### config.mk
export PLATFORM = sky130hd
export DESIGN_NAME = dma_stride_seq
export DESIGN_NICKNAME = d
export VERILOG_FILES = /design/src/rtl/dma_stride_pkg.sv /design/src/rtl/dma_cfg_regs.sv /design/src/rtl/dma_addr_step.sv /design/src/rtl/dma_xfer_count.sv /design/src/rtl/dma_pkt_form.sv /design/src/rtl/dma_stride_seq.sv
export SDC_FILE = /design/constraint.sdc
export NUM_CORES = 1
export LEC_CHECK = 0
export BUFFER_PORTS_ARGS = -buffer_cell sky130_fd_sc_hd__buf_2
export CORE_MARGIN = 2
export CORE_UTILIZATION = 40
export DETAILED_ROUTE_END_ITERATION = 7
export PLACE_DENSITY = 0.69
export SYNTH_ARGS = -nofsm -noshare
export SYNTH_HDL_FRONTEND = slang
export SYNTH_SLANG_ARGS = --single-unit
export TNS_END_PERCENT = 1
### constraint.sdc
create_clock -name clk -period 3.25 [get_ports clk]
set_input_delay 0.975 -clock clk [delete_from_list [all_inputs] [get_ports clk]]
set_output_delay 0.975 -clock clk [all_outputs]
set_load 0.02 [all_outputs]
### src/rtl/dma_stride_pkg.sv
package dma_stride_pkg;

  localparam int AW    = 32;
  localparam int PKT_W = 104;

  typedef enum logic [2:0] {
    SEL_CFG    = 3'd0,
    SEL_COUNT  = 3'd1,
    SEL_STRIDE = 3'd2,
    SEL_SRC    = 3'd3,
    SEL_DST    = 3'd4
  } reg_sel_e;

  localparam int CFG_EN_BIT     = 0;
  localparam int CFG_MASTER_BIT = 1;
  localparam int CFG_SIZE_LO    = 5;
  localparam int CFG_SSHIFT_BIT = 11;
  localparam int CFG_DSHIFT_BIT = 12;

  typedef enum logic [1:0] {
    SZ_BYTE  = 2'b00,
    SZ_HALF  = 2'b01,
    SZ_WORD  = 2'b10,
    SZ_DWORD = 2'b11
  } xfer_size_e;

  typedef struct packed {
    logic       dshift;
    logic       sshift;
    xfer_size_e size;
    logic       master;
    logic       enable;
  } cfg_t;

  typedef struct packed {
    logic [AW-1:0] ret_addr;
    logic [AW-1:0] payload;
    logic [AW-1:0] tgt_addr;
    logic [3:0]    ctrl;
    xfer_size_e    size;
    logic          write;
    logic          access;
  } pkt_t;

  function automatic cfg_t decode_cfg(input logic [31:0] w);
    cfg_t c;
    c.enable = w[CFG_EN_BIT];
    c.master = w[CFG_MASTER_BIT];
    c.size   = xfer_size_e'(w[CFG_SIZE_LO +: 2]);
    c.sshift = w[CFG_SSHIFT_BIT];
    c.dshift = w[CFG_DSHIFT_BIT];
    return c;
  endfunction

endpackage

### src/rtl/dma_cfg_regs.sv
module dma_cfg_regs
  import dma_stride_pkg::*;
#(
  parameter int STRIDE_W = 16
) (
  input  logic                  clk,
  input  logic                  rst_n,
  input  logic                  wr_en_i,
  input  logic [2:0]            wr_sel_i,
  input  logic [31:0]           wr_data_i,
  output cfg_t                  cfg_o,
  output logic [1:0][AW-1:0]    inc_o
);

  localparam int SW2 = 2 * STRIDE_W;

  cfg_t           cfg_q;
  logic [SW2-1:0] stride_q;
  logic [1:0]     shift_sel;
  logic           unused_wdata;

  always_ff @(posedge clk or negedge rst_n) begin
    if (!rst_n) begin
      cfg_q    <= '0;
      stride_q <= '0;
    end else if (wr_en_i) begin
      if (wr_sel_i == SEL_CFG)    cfg_q    <= decode_cfg(wr_data_i);
      if (wr_sel_i == SEL_STRIDE) stride_q <= wr_data_i[SW2-1:0];
    end
  end

  assign unused_wdata = ^{wr_data_i[31:13], wr_data_i[10:7], wr_data_i[4:2]};
  assign shift_sel    = {cfg_q.dshift, cfg_q.sshift};
  assign cfg_o        = cfg_q;

  // index 0 = source stride (low half), index 1 = destination stride (high half)
  for (genvar g = 0; g < 2; g++) begin : g_inc
    logic [STRIDE_W-1:0] raw;
    logic [AW-1:0]       ext;
    assign raw      = stride_q[g*STRIDE_W +: STRIDE_W];
    assign ext      = {{(AW-STRIDE_W){raw[STRIDE_W-1]}}, raw};
    assign inc_o[g] = shift_sel[g] ? (ext << STRIDE_W) : ext;
  end

endmodule

### src/rtl/dma_addr_step.sv
module dma_addr_step #(
  parameter int W = 32
) (
  input  logic         clk,
  input  logic         rst_n,
  input  logic         load_i,
  input  logic [W-1:0] load_val_i,
  input  logic         step_i,
  input  logic [W-1:0] inc_i,
  output logic [W-1:0] q_o
);

  logic [W-1:0] q;

  always_ff @(posedge clk or negedge rst_n) begin
    if (!rst_n)      q <= '0;
    else if (load_i) q <= load_val_i;
    else if (step_i) q <= q + inc_i;
  end

  assign q_o = q;


  load_wins_chk: assert property (@(posedge clk) disable iff (!rst_n)
    load_i |=> (q_o == $past(load_val_i)));

endmodule

### src/rtl/dma_xfer_count.sv
module dma_xfer_count #(
  parameter int CNT_W = 32
) (
  input  logic             clk,
  input  logic             rst_n,
  input  logic             load_i,
  input  logic [CNT_W-1:0] load_val_i,
  input  logic             step_i,
  output logic             nonzero_o,
  output logic             done_o
);

  logic [CNT_W-1:0] cnt_q;
  logic             done_q;

  always_ff @(posedge clk or negedge rst_n) begin
    if (!rst_n) begin
      cnt_q  <= '0;
      done_q <= 1'b0;
    end else begin
      if (load_i)      cnt_q <= load_val_i;
      else if (step_i) cnt_q <= cnt_q - 1'b1;
      done_q <= step_i && !load_i && (cnt_q == CNT_W'(1));
    end
  end

  assign nonzero_o = |cnt_q;
  assign done_o    = done_q;


  step_floor_chk: assert property (@(posedge clk) disable iff (!rst_n)
    step_i |-> (cnt_q != '0));


  count_dec_chk: assert property (@(posedge clk) disable iff (!rst_n)
    (step_i && !load_i) |=> (cnt_q == $past(cnt_q) - 1'b1));


  done_single_chk: assert property (@(posedge clk) disable iff (!rst_n)
    done_o |=> !done_o);


  done_zero_chk: assert property (@(posedge clk) disable iff (!rst_n)
    done_o |-> (cnt_q == '0));

endmodule

### src/rtl/dma_pkt_form.sv
module dma_pkt_form
  import dma_stride_pkg::*;
(
  input  logic             valid_i,
  input  xfer_size_e       size_i,
  input  logic [AW-1:0]    src_i,
  input  logic [AW-1:0]    dst_i,
  output logic [PKT_W-1:0] pkt_o
);

  pkt_t p;

  always_comb begin
    p          = '0;
    p.access   = valid_i;
    p.write    = 1'b0;
    p.size     = size_i;
    p.ctrl     = 4'h0;
    p.tgt_addr = src_i;
    p.payload  = '0;
    p.ret_addr = dst_i;
  end

  assign pkt_o = p;

endmodule

### src/rtl/dma_stride_seq.sv
module dma_stride_seq
  import dma_stride_pkg::*;
#(
  parameter int CNT_W    = 32,
  parameter int STRIDE_W = 16
) (
  input  logic         clk,
  input  logic         rst_n,
  input  logic         reg_wr_en,
  input  logic [2:0]   reg_wr_sel,
  input  logic [31:0]  reg_wr_data,
  output logic         out_valid,
  input  logic         out_ready,
  output logic [103:0] out_packet,
  output logic         busy,
  output logic         done
);

  localparam int NCH = 2;

  cfg_t                 cfg;
  logic [NCH-1:0][AW-1:0] inc;
  logic [NCH-1:0][AW-1:0] addr;
  logic [NCH-1:0]       addr_ld;
  logic                 cnt_ld;
  logic                 cnt_nz;
  logic                 hs;

  dma_cfg_regs #(.STRIDE_W(STRIDE_W)) u_cfg (
    .clk       (clk),
    .rst_n     (rst_n),
    .wr_en_i   (reg_wr_en),
    .wr_sel_i  (reg_wr_sel),
    .wr_data_i (reg_wr_data),
    .cfg_o     (cfg),
    .inc_o     (inc)
  );

  assign addr_ld[0] = reg_wr_en && (reg_wr_sel == SEL_SRC);
  assign addr_ld[1] = reg_wr_en && (reg_wr_sel == SEL_DST);
  assign cnt_ld     = reg_wr_en && (reg_wr_sel == SEL_COUNT);
  assign hs         = out_valid && out_ready;

  for (genvar g = 0; g < NCH; g++) begin : g_addr
    dma_addr_step #(.W(AW)) u_step (
      .clk        (clk),
      .rst_n      (rst_n),
      .load_i     (addr_ld[g]),
      .load_val_i (reg_wr_data),
      .step_i     (hs),
      .inc_i      (inc[g]),
      .q_o        (addr[g])
    );
  end

  dma_xfer_count #(.CNT_W(CNT_W)) u_cnt (
    .clk        (clk),
    .rst_n      (rst_n),
    .load_i     (cnt_ld),
    .load_val_i (reg_wr_data[CNT_W-1:0]),
    .step_i     (hs),
    .nonzero_o  (cnt_nz),
    .done_o     (done)
  );

  assign out_valid = cfg.enable && cfg.master && cnt_nz;
  assign busy      = cfg.enable && cnt_nz;

  dma_pkt_form u_pkt (
    .valid_i (out_valid),
    .size_i  (cfg.size),
    .src_i   (addr[0]),
    .dst_i   (addr[1]),
    .pkt_o   (out_packet)
  );


  stall_hold_chk: assert property (@(posedge clk) disable iff (!rst_n)
    (out_valid && !out_ready && !reg_wr_en) |=> (out_valid && $stable(out_packet)));


  pkt_kind_chk: assert property (@(posedge clk) disable iff (!rst_n)
    out_valid |-> (out_packet[0] && !out_packet[1] && (out_packet[7:4] == 4'h0)));


  disable_stop_chk: assert property (@(posedge clk) disable iff (!rst_n)
    (reg_wr_en && (reg_wr_sel == SEL_CFG) && !reg_wr_data[0]) |=> !out_valid);

endmodule

==> impl_metrics.py, run 1 <==
metrics = {
    "logic_synthesis": {
        "synth.avg_cell_area_um2": 8.47,
        "synth_cell_types": 78,
        "async_flop_share_pct": 100,
        "synth_seq_area_share_pct": 32.6,
        "synth_seq_cells": 135,
        "synth.cell_area_um2": 10400,
        "synth-main-ff-cell": "dfrtp_1",
        "synth_edf_count": 0,
        "yosys_warnings": 0,
        "synth_cells": 1224,
    },
    "sta": {
        "hold_viol": 0,
        "final.setup_skew_ns": 0.00898,
        "fmax_ghz": 0.309,
        "hold_ws_ns": 0.509,
        "final-max-slew-violation-count": 0,
        "tightest_slew_ns": 0.686,
        "maxSlewHeadroom_pct": 54.3,
        "rsz0062_at_grt": "yes",
        "post-route-period-util_pct": 99.5,
        "setup_viol": 0,
        "period_minus_slack_ns": 3.23,
    },
    "layout": {
        "layout_common_cells": "185 x nand2_1, 133 x dfrtp_1, 107 x a21oi_1",
        "fin_util_pct": 46.9,
        "n_fill_cell": 2482,
        "drive_gt1_share_pct": 20.1,
        "final_cell_area_um2": 11900,
        "multi_input_area_um2": 6460,
        "final_common_cell": "nand2_1",
        "area_growth_syn_to_layout_pct": 14.5,
        "final_cells": 1676,
        "fin_nets": 1440,
        "seqCellArea_um2": 3380,
    },
    "routing": {
        "wl_met3_um": 2030,
        "wl_per_cell_um": 19.3,
        "top_layer": "met4",
        "vias": 9496,
        "firstDrtPassIters": 7,
        "avgViaCountPerCell": 5.67,
        "drt-initial-drc-count": 893,
        "wl_um": 32400,
        "drt-met1-wl_um": 14900,
        "wl_met2_um": 14500,
        "drc": 0,
        "final_antenna_net_count": 0,
    },
    "die": {
        "die_area_um2": 27200,
        "rows": 58,
        "start_util_pct": 41.0,
        "core_area_um2": 25300,
        "die_w_um": 165,
        "io_pins": 146,
        "fp.dieH_um": 165,
    },
    "cts": {
        "htree_levels": 4,
        "cts_root_buffer": "clkbuf_16",
        "clock-sinks": 135,
        "cts_buffers": 17,
        "clk_path_buf_depth": 2,
        "cts_tree": "built",
        "path_clk_slew_ns": 0.06,
        "clkLatencyLatePin_ns": 0.43,
    },
    "placement": {
        "portBuffers": 108,
        "dp_hpwl_um": 24100,
        "dp.cells": 1637,
        "placed_area_um2": 11100,
        "gp_congestion": 1.02,
    },
    "status": {
        "status": "finished, final reports clean",
    },
    "worst_setup_path": {
        "cpMaxStageDelayCell": "or3_4",
        "cp_cell_sequence": "or3_4 -> nor4_4 -> and3_4 -> and3_4 -> a21boi_2 -> and2_4 -> buf_6",
        "rr_worst_depth": 12,
        "startpoint_type": "flop",
        "path_class": "flop to output port",
        "worstPathRequired_ns": 2.27,
        "critPathCaptureType": "output port",
        "slowest_delay_ns": 0.41,
        "critical_path.top_delay_family": "simple AND/OR/NAND/NOR gates",
        "cp_common_cell": "and3_4",
        "cp_num_cells": 7,
        "arrival_ns": 2.26,
        "crit_buf_inv": 1,
        "crit_fanout": 3,
    },
    "min_path": {
        "min_path_type": "flop to flop",
        "whs_path_depth": 1,
    },
    "global_route": {
        "grt_first_pass_wirelength_um": 50800,
        "grt_pass1_vias": 9059,
        "grt_max_degree": 69,
        "grt-ovfl-total": 0,
        "grt_usage_pct": 24.5,
        "antenna_found_initial": 0,
    },
    "pwr": {
        "max-vdd-ir-drop_mv": 0.428,
        "leakage_nw": 5.52,
        "powerDensity_nw_per_um2": 992,
        "power.total_mw": 11.8,
    },
    "run": {
        "max_cap_violations": 0,
    },
}
what timing repair did:
item                                    4_1_cts  5_1_grt
endpoints found under the setup margin        3       24
resized for setup                             8       21
pin swaps                                     5        8
hold buffers                                  0        0
buffers inserted                              4        4
cloned                                        0        0
where the power goes:
group          internal, mW  switching [mW]
Combinational          2.86            4.02
Clock                  1.15           0.770
Sequential             2.30           0.669
through the flow:
| stage | worst slack (ns) | setup TNS [ns] |
|---|---|---|
| 2_1_floorplan | 0.0688 | 0 |
| 3_3_place_gp | 0.147 | 0 |
| 3_5_place_dp | 0.0620 | 0 |
| 4_1_cts | 0.0000413 | 0 |
| 5_1_grt | -0.0732 | -0.286 |
| 6_report | 0.0177 | 0 |
final timing paths:
check | startpoint | endpoint | slack, ns
max reg2reg | u_cfg.cfg_o[4]$_DFFE_PN0P_ | g_addr[0].u_step.q_o[28]$_DFFE_PN0P_ | 0.14
min | u_cfg.cfg_o[2]$_DFFE_PN0P_ | u_cfg.cfg_o[2]$_DFFE_PN0P_ | 0.51
min reg2reg | u_cfg.cfg_o[2]$_DFFE_PN0P_ | u_cfg.cfg_o[2]$_DFFE_PN0P_ | 0.51
min in group asynchronous | rst_n | g_addr[0].u_step.q_o[1]$_DFFE_PN0P_ | 0.54
max | u_cnt.cnt_q[8]$_DFFE_PN0P_ | out_packet[0] | 0.02
max in group asynchronous | rst_n | g_addr[1].u_step.q_o[26]$_DFFE_PN0P_ | 1.97
cells in the mapped netlist (all sizes together) (2+ instances only):
library cell,n,share of area [%]
a21oi,112,5.5
a31oi,20,1.2
nand2,186,6.8
nor2b,38,2.3
a21o,35,2.5
o31a,2,0.17
inv,23,0.83
nand2b,4,0.24
and4,2,0.17
or2,2,0.12
o2111ai,2,0.17
o211a,3,0.29
mux2,38,4.1
a21boi,2,0.14
and2,7,0.45
o21bai,10,0.72
o311ai,2,0.17
a2111oi,2,0.35
nand4,12,0.72
o221ai,2,0.17
xor2,23,1.9
ha,65,7.8
nor3,23,1.2
mux2i,8,0.77
o41a,2,0.22
nor2,93,3.4
xnor2,51,4.3
a31o,2,0.17
clkbuf,45,2.1
and3,22,1.4
dfrtp,135,33
a41oi,3,0.43
nand3b,3,0.22
o31ai,7,0.51
o211ai,3,0.27
o21ai,92,4.5
buf,53,4.2
fa,2,0.39
nor4,9,1.0
nand3,31,1.6
or3,10,0.70
o21a,15,1.1
a211oi,10,0.82
cells by family after synthesis:
kind of cell | Yosys count | synth area share (%)
adder cells (fa/ha/maj) | 67 | 8.23
flip-flops | 135 | 32.6
AND/OR/NAND/NOR | 446 | 20.6
other | 1 | 0.0362
XOR/XNOR | 74 | 6.25
multiplexers | 46 | 4.90
buffers and inverters | 123 | 7.31
AO/OA/AOI/OAI | 332 | 20.2
registers in the layout (all words and copies together) (netlist names):
name and count:
u_cfg.cfg_o 6, u_cfg.stride_q 32, u_cnt.cnt_q 32, g_addr.u_step.q_o 64
u_cnt.done_o 1
layer usage:
metal | up-vias | global-route usage [%]
met5 | - | 0
met2 | 374 | 37.9
met1 | 4601 | 34.5
li1 | 4465 | -
met4 | 0 | 9.17
met3 | 56 | 3.64
area by class of cell:
class                   instances  area share [%]
diodes                          1          0.0211
clock buffers                  21            3.88
clock inverters                 9           0.864
inverters                      23           0.727
multi-input cells            1002            54.4
flip-flops and latches        135            28.5
well taps                     330            3.48
repair buffers                155            8.14
worst register-to-register path, stage by stage (launching register included):
cell	delay [ns]
dfrtp_2	0.46
buf_6	0.19
nor2b_1	0.13
ha_1	0.30
a21o_1	0.18
a21o_1	0.18
a21oi_2	0.17
o2111ai_1	0.15
a31o_1	0.26
a221o_1	0.37
a221oi_2	0.32
mux2i_1	0.20
nand3_1	0.08
Note: power is estimated with default switching activity, not from simulation.
==> run 2: changes to the inputs <==
--- a/config.mk
+++ b/config.mk
@@ -9,7 +9,8 @@
 export CORE_MARGIN = 2
 export CORE_UTILIZATION = 40
 export DETAILED_ROUTE_END_ITERATION = 7
-export PLACE_DENSITY = 0.69
+export GPL_TIMING_DRIVEN = 0
+export PLACE_DENSITY = 0.57
 export SYNTH_ARGS = -nofsm -noshare
 export SYNTH_HDL_FRONTEND = slang
 export SYNTH_SLANG_ARGS = --single-unit
==> run 2 against run 1 <==
Net effect: the run now ends with negative setup slack left; global-route usage up 2.6 points; count of clock-buffer cells in the layout unchanged; final cell count up 4.7%; clock skew up 0.0043 ns; design area up 5.3%; wire length up 13%; utilization up 2.5 points; critical path type unchanged; critical endpoint unchanged; largest cell class unchanged; largest power group unchanged; highest routed layer unchanged.
==> impl_metrics.py, run 2 (synthesized netlist as in run 1, its figures left out) <==
metrics = {
    "die": {
        "core_area_um2": 25300,
        "start_util_pct": 41.0,
        "die_area_um2": 27200,
        "io_pins": 146,
        "fp.dieH_um": 165,
        "rows": 58,
        "die_w_um": 165,
    },
    "routing": {
        "drt-initial-drc-count": 883,
        "drc": 0,
        "firstDrtPassIters": 6,
        "wl_per_cell_um": 20.8,
        "final_antenna_net_count": 0,
        "vias": 9743,
        "wl_um": 36500,
        "avgViaCountPerCell": 5.55,
    },
    "global_route": {
        "grt_max_degree": 69,
        "grt_usage_pct": 27.1,
        "antenna_found_initial": 0,
        "grt_first_pass_wirelength_um": 54300,
        "grt-ovfl-total": 0,
        "grt_pass1_vias": 9105,
    },
    "worst_setup_path": {
        "startpoint_type": "flop",
        "crit_fanout": 4,
        "path_class": "flop to output port",
        "cp_num_cells": 8,
        "crit_buf_inv": 2,
        "cpMaxStageDelayCell": "or3_4",
        "worstPathRequired_ns": 2.27,
        "critPathCaptureType": "output port",
        "rrSetupSlack_ns": -0.01,
        "rr_worst_depth": 14,
        "slowest_delay_ns": 0.43,
        "critical_path.top_delay_family": "simple AND/OR/NAND/NOR gates",
        "arrival_ns": 2.39,
        "r2r-start": "u_cfg.cfg_o[4]$_DFFE_PN0P_",
        "endpoint": "out_packet[0]",
        "cp_cell_sequence": "or3_4 -> nor4_4 -> and3_4 -> and3_4 -> a21boi_4 -> and2_4 -> buf_6 -> buf_6",
        "r2r_end": "g_addr[0].u_step.q_o[28]$_DFFE_PN0P_",
        "startpoint": "u_cnt.cnt_q[8]$_DFFE_PN0P_",
    },
    "cts": {
        "clock-sinks": 135,
        "cts_buffers": 17,
        "cts_tree": "built",
        "cts_root_buffer": "clkbuf_16",
        "htree_levels": 4,
        "clk_path_buf_depth": 2,
        "clkLatencyLatePin_ns": 0.44,
        "path_clk_slew_ns": 0.06,
    },
    "pwr": {
        "switching_share_pct": 46.4,
        "pwr-share-seq_pct": 24.5,
        "clockPowerShare_pct": 16.6,
        "switching_power_mw": 5.62,
        "max-vdd-ir-drop_mv": 0.451,
        "powerDensity_nw_per_um2": 969,
        "internal_power_mw": 6.49,
        "p_comb_share_pct": 58.9,
        "leakage_nw": 5.83,
    },
    "sta": {
        "post-route-period-util_pct": 104,
        "rsz0062_at_grt": "yes",
        "maxSlewHeadroom_pct": 44.1,
        "period_minus_slack_ns": 3.37,
        "hold_ws_ns": 0.510,
        "finalWorstSetupSlack_ns": -0.119,
        "final.setup_skew_ns": 0.0133,
        "setup_viol": 5,
        "setup-tns-final_ns": -0.186,
        "tightest_slew_ns": 0.839,
        "fmax_ghz": 0.297,
        "hold_viol": 0,
        "final-max-slew-violation-count": 0,
    },
    "layout": {
        "fin_nets": 1518,
        "largest_reg_flops": 64,
        "n_fill_cell": 2515,
        "seqCellArea_um2": 3380,
        "multi_input_area_um2": 6540,
        "layout_common_cells": "185 x nand2_1, 134 x dfrtp_1, 108 x buf_2",
        "area_growth_syn_to_layout_pct": 20.5,
        "drive_gt1_share_pct": 23.3,
        "final_common_cell": "nand2_1",
        "diodes": 0,
    },
    "run": {
        "max_cap_violations": 0,
    },
    "status": {
        "status": "finished with violations",
        "violations": "negative setup slack",
    },
    "placement": {
        "gp_congestion": 0.914,
        "dp_hpwl_um": 27200,
        "portBuffers": 108,
    },
    "min_path": {
        "min_path_type": "flop to flop",
    },
}
## run 2: worst register-to-register path, delay by kind of cell, from the launching register on
| kind | cells | cell delay (ns) |
|---|---|---|
| adders and majority gates | 2 | 0.62 |
| and+or+nand+nor | 2 | 0.12 |
| buffers and inverters | 2 | 0.27 |
| muxes | 1 | 0.21 |
| DFF | 1 | 0.42 |
| AOI/OAI and AO/OA | 7 | 1.52 |
## run 2: what timing repair did
action / CTS / global route
gates resized for setup: 32 / 31
setup buffers: 22 / 4
pin swaps: 20 / 10
endpoints found under the setup margin: 23 / 25
hold buffers: 0 / 0
## run 2: area by class of cell
cell class | count | share of cell area [%]
Buffer | 98 | 5.55
Clock buffer | 21 | 3.84
Clock inverter | 10 | 0.971
Inverter | 23 | 0.691
Multi-Input combinational cell | 1002 | 52.3
Sequential cell | 135 | 27.0
Tap cell | 330 | 3.30
Timing Repair Buffer | 135 | 6.29
## run 2: through the flow
stage | instances | setup WS, ns | instance area (um2) | utilization [%] | power [mW]
after floorplan | 1260 | 0.0688 | 10500 | - | 7.82
after global placement | 1698 | -0.955 | 11500 | 45.3 | 9.55
after detailed placement | 1699 | -0.648 | 11500 | 45.4 | 9.62
after CTS | 1751 | -0.0841 | 12400 | 48.9 | 11.9
after global routing | 1754 | -0.186 | 12500 | 49.3 | 13.0
final | 1754 | -0.119 | 12500 | 49.3 | 12.1
## run 2: worst min path at each step
stage / depth (start not counted) / end / slack [ns] / from
floorplan: 1 / u_cfg.cfg_o[2]$_DFFE_PN0P_ / 0.48 / u_cfg.cfg_o[2]$_DFFE_PN0P_
global placement: 1 / u_cfg.cfg_o[3]$_DFFE_PN0P_ / 0.50 / u_cfg.cfg_o[3]$_DFFE_PN0P_
detailed placement: 1 / u_cfg.cfg_o[3]$_DFFE_PN0P_ / 0.50 / u_cfg.cfg_o[3]$_DFFE_PN0P_
CTS: 1 / u_cfg.cfg_o[3]$_DFFE_PN0P_ / 0.51 / u_cfg.cfg_o[3]$_DFFE_PN0P_
global route: 1 / u_cfg.cfg_o[3]$_DFFE_PN0P_ / 0.53 / u_cfg.cfg_o[3]$_DFFE_PN0P_
finish: 1 / u_cfg.cfg_o[3]$_DFFE_PN0P_ / 0.51 / u_cfg.cfg_o[3]$_DFFE_PN0P_
## run 2: power groups by stage
stage	sequential (mW)	combinational [mW]	clock, mW
floorplan	3.26	4.56	0
global placement	2.96	6.60	0
detailed placement	2.96	6.65	0
CTS	2.94	6.93	2.02
global route	3.02	7.83	2.11
finish	2.96	7.14	2.01
## run 2: layer usage
metal	track usage, %	vias to the layer above	part of all wire, %
met4	9.13	0	3.1
li1	-	4644	-
met2	42.4	370	45
met1	37.9	4658	45
met3	4.47	71	6.7
met5	0	-	0
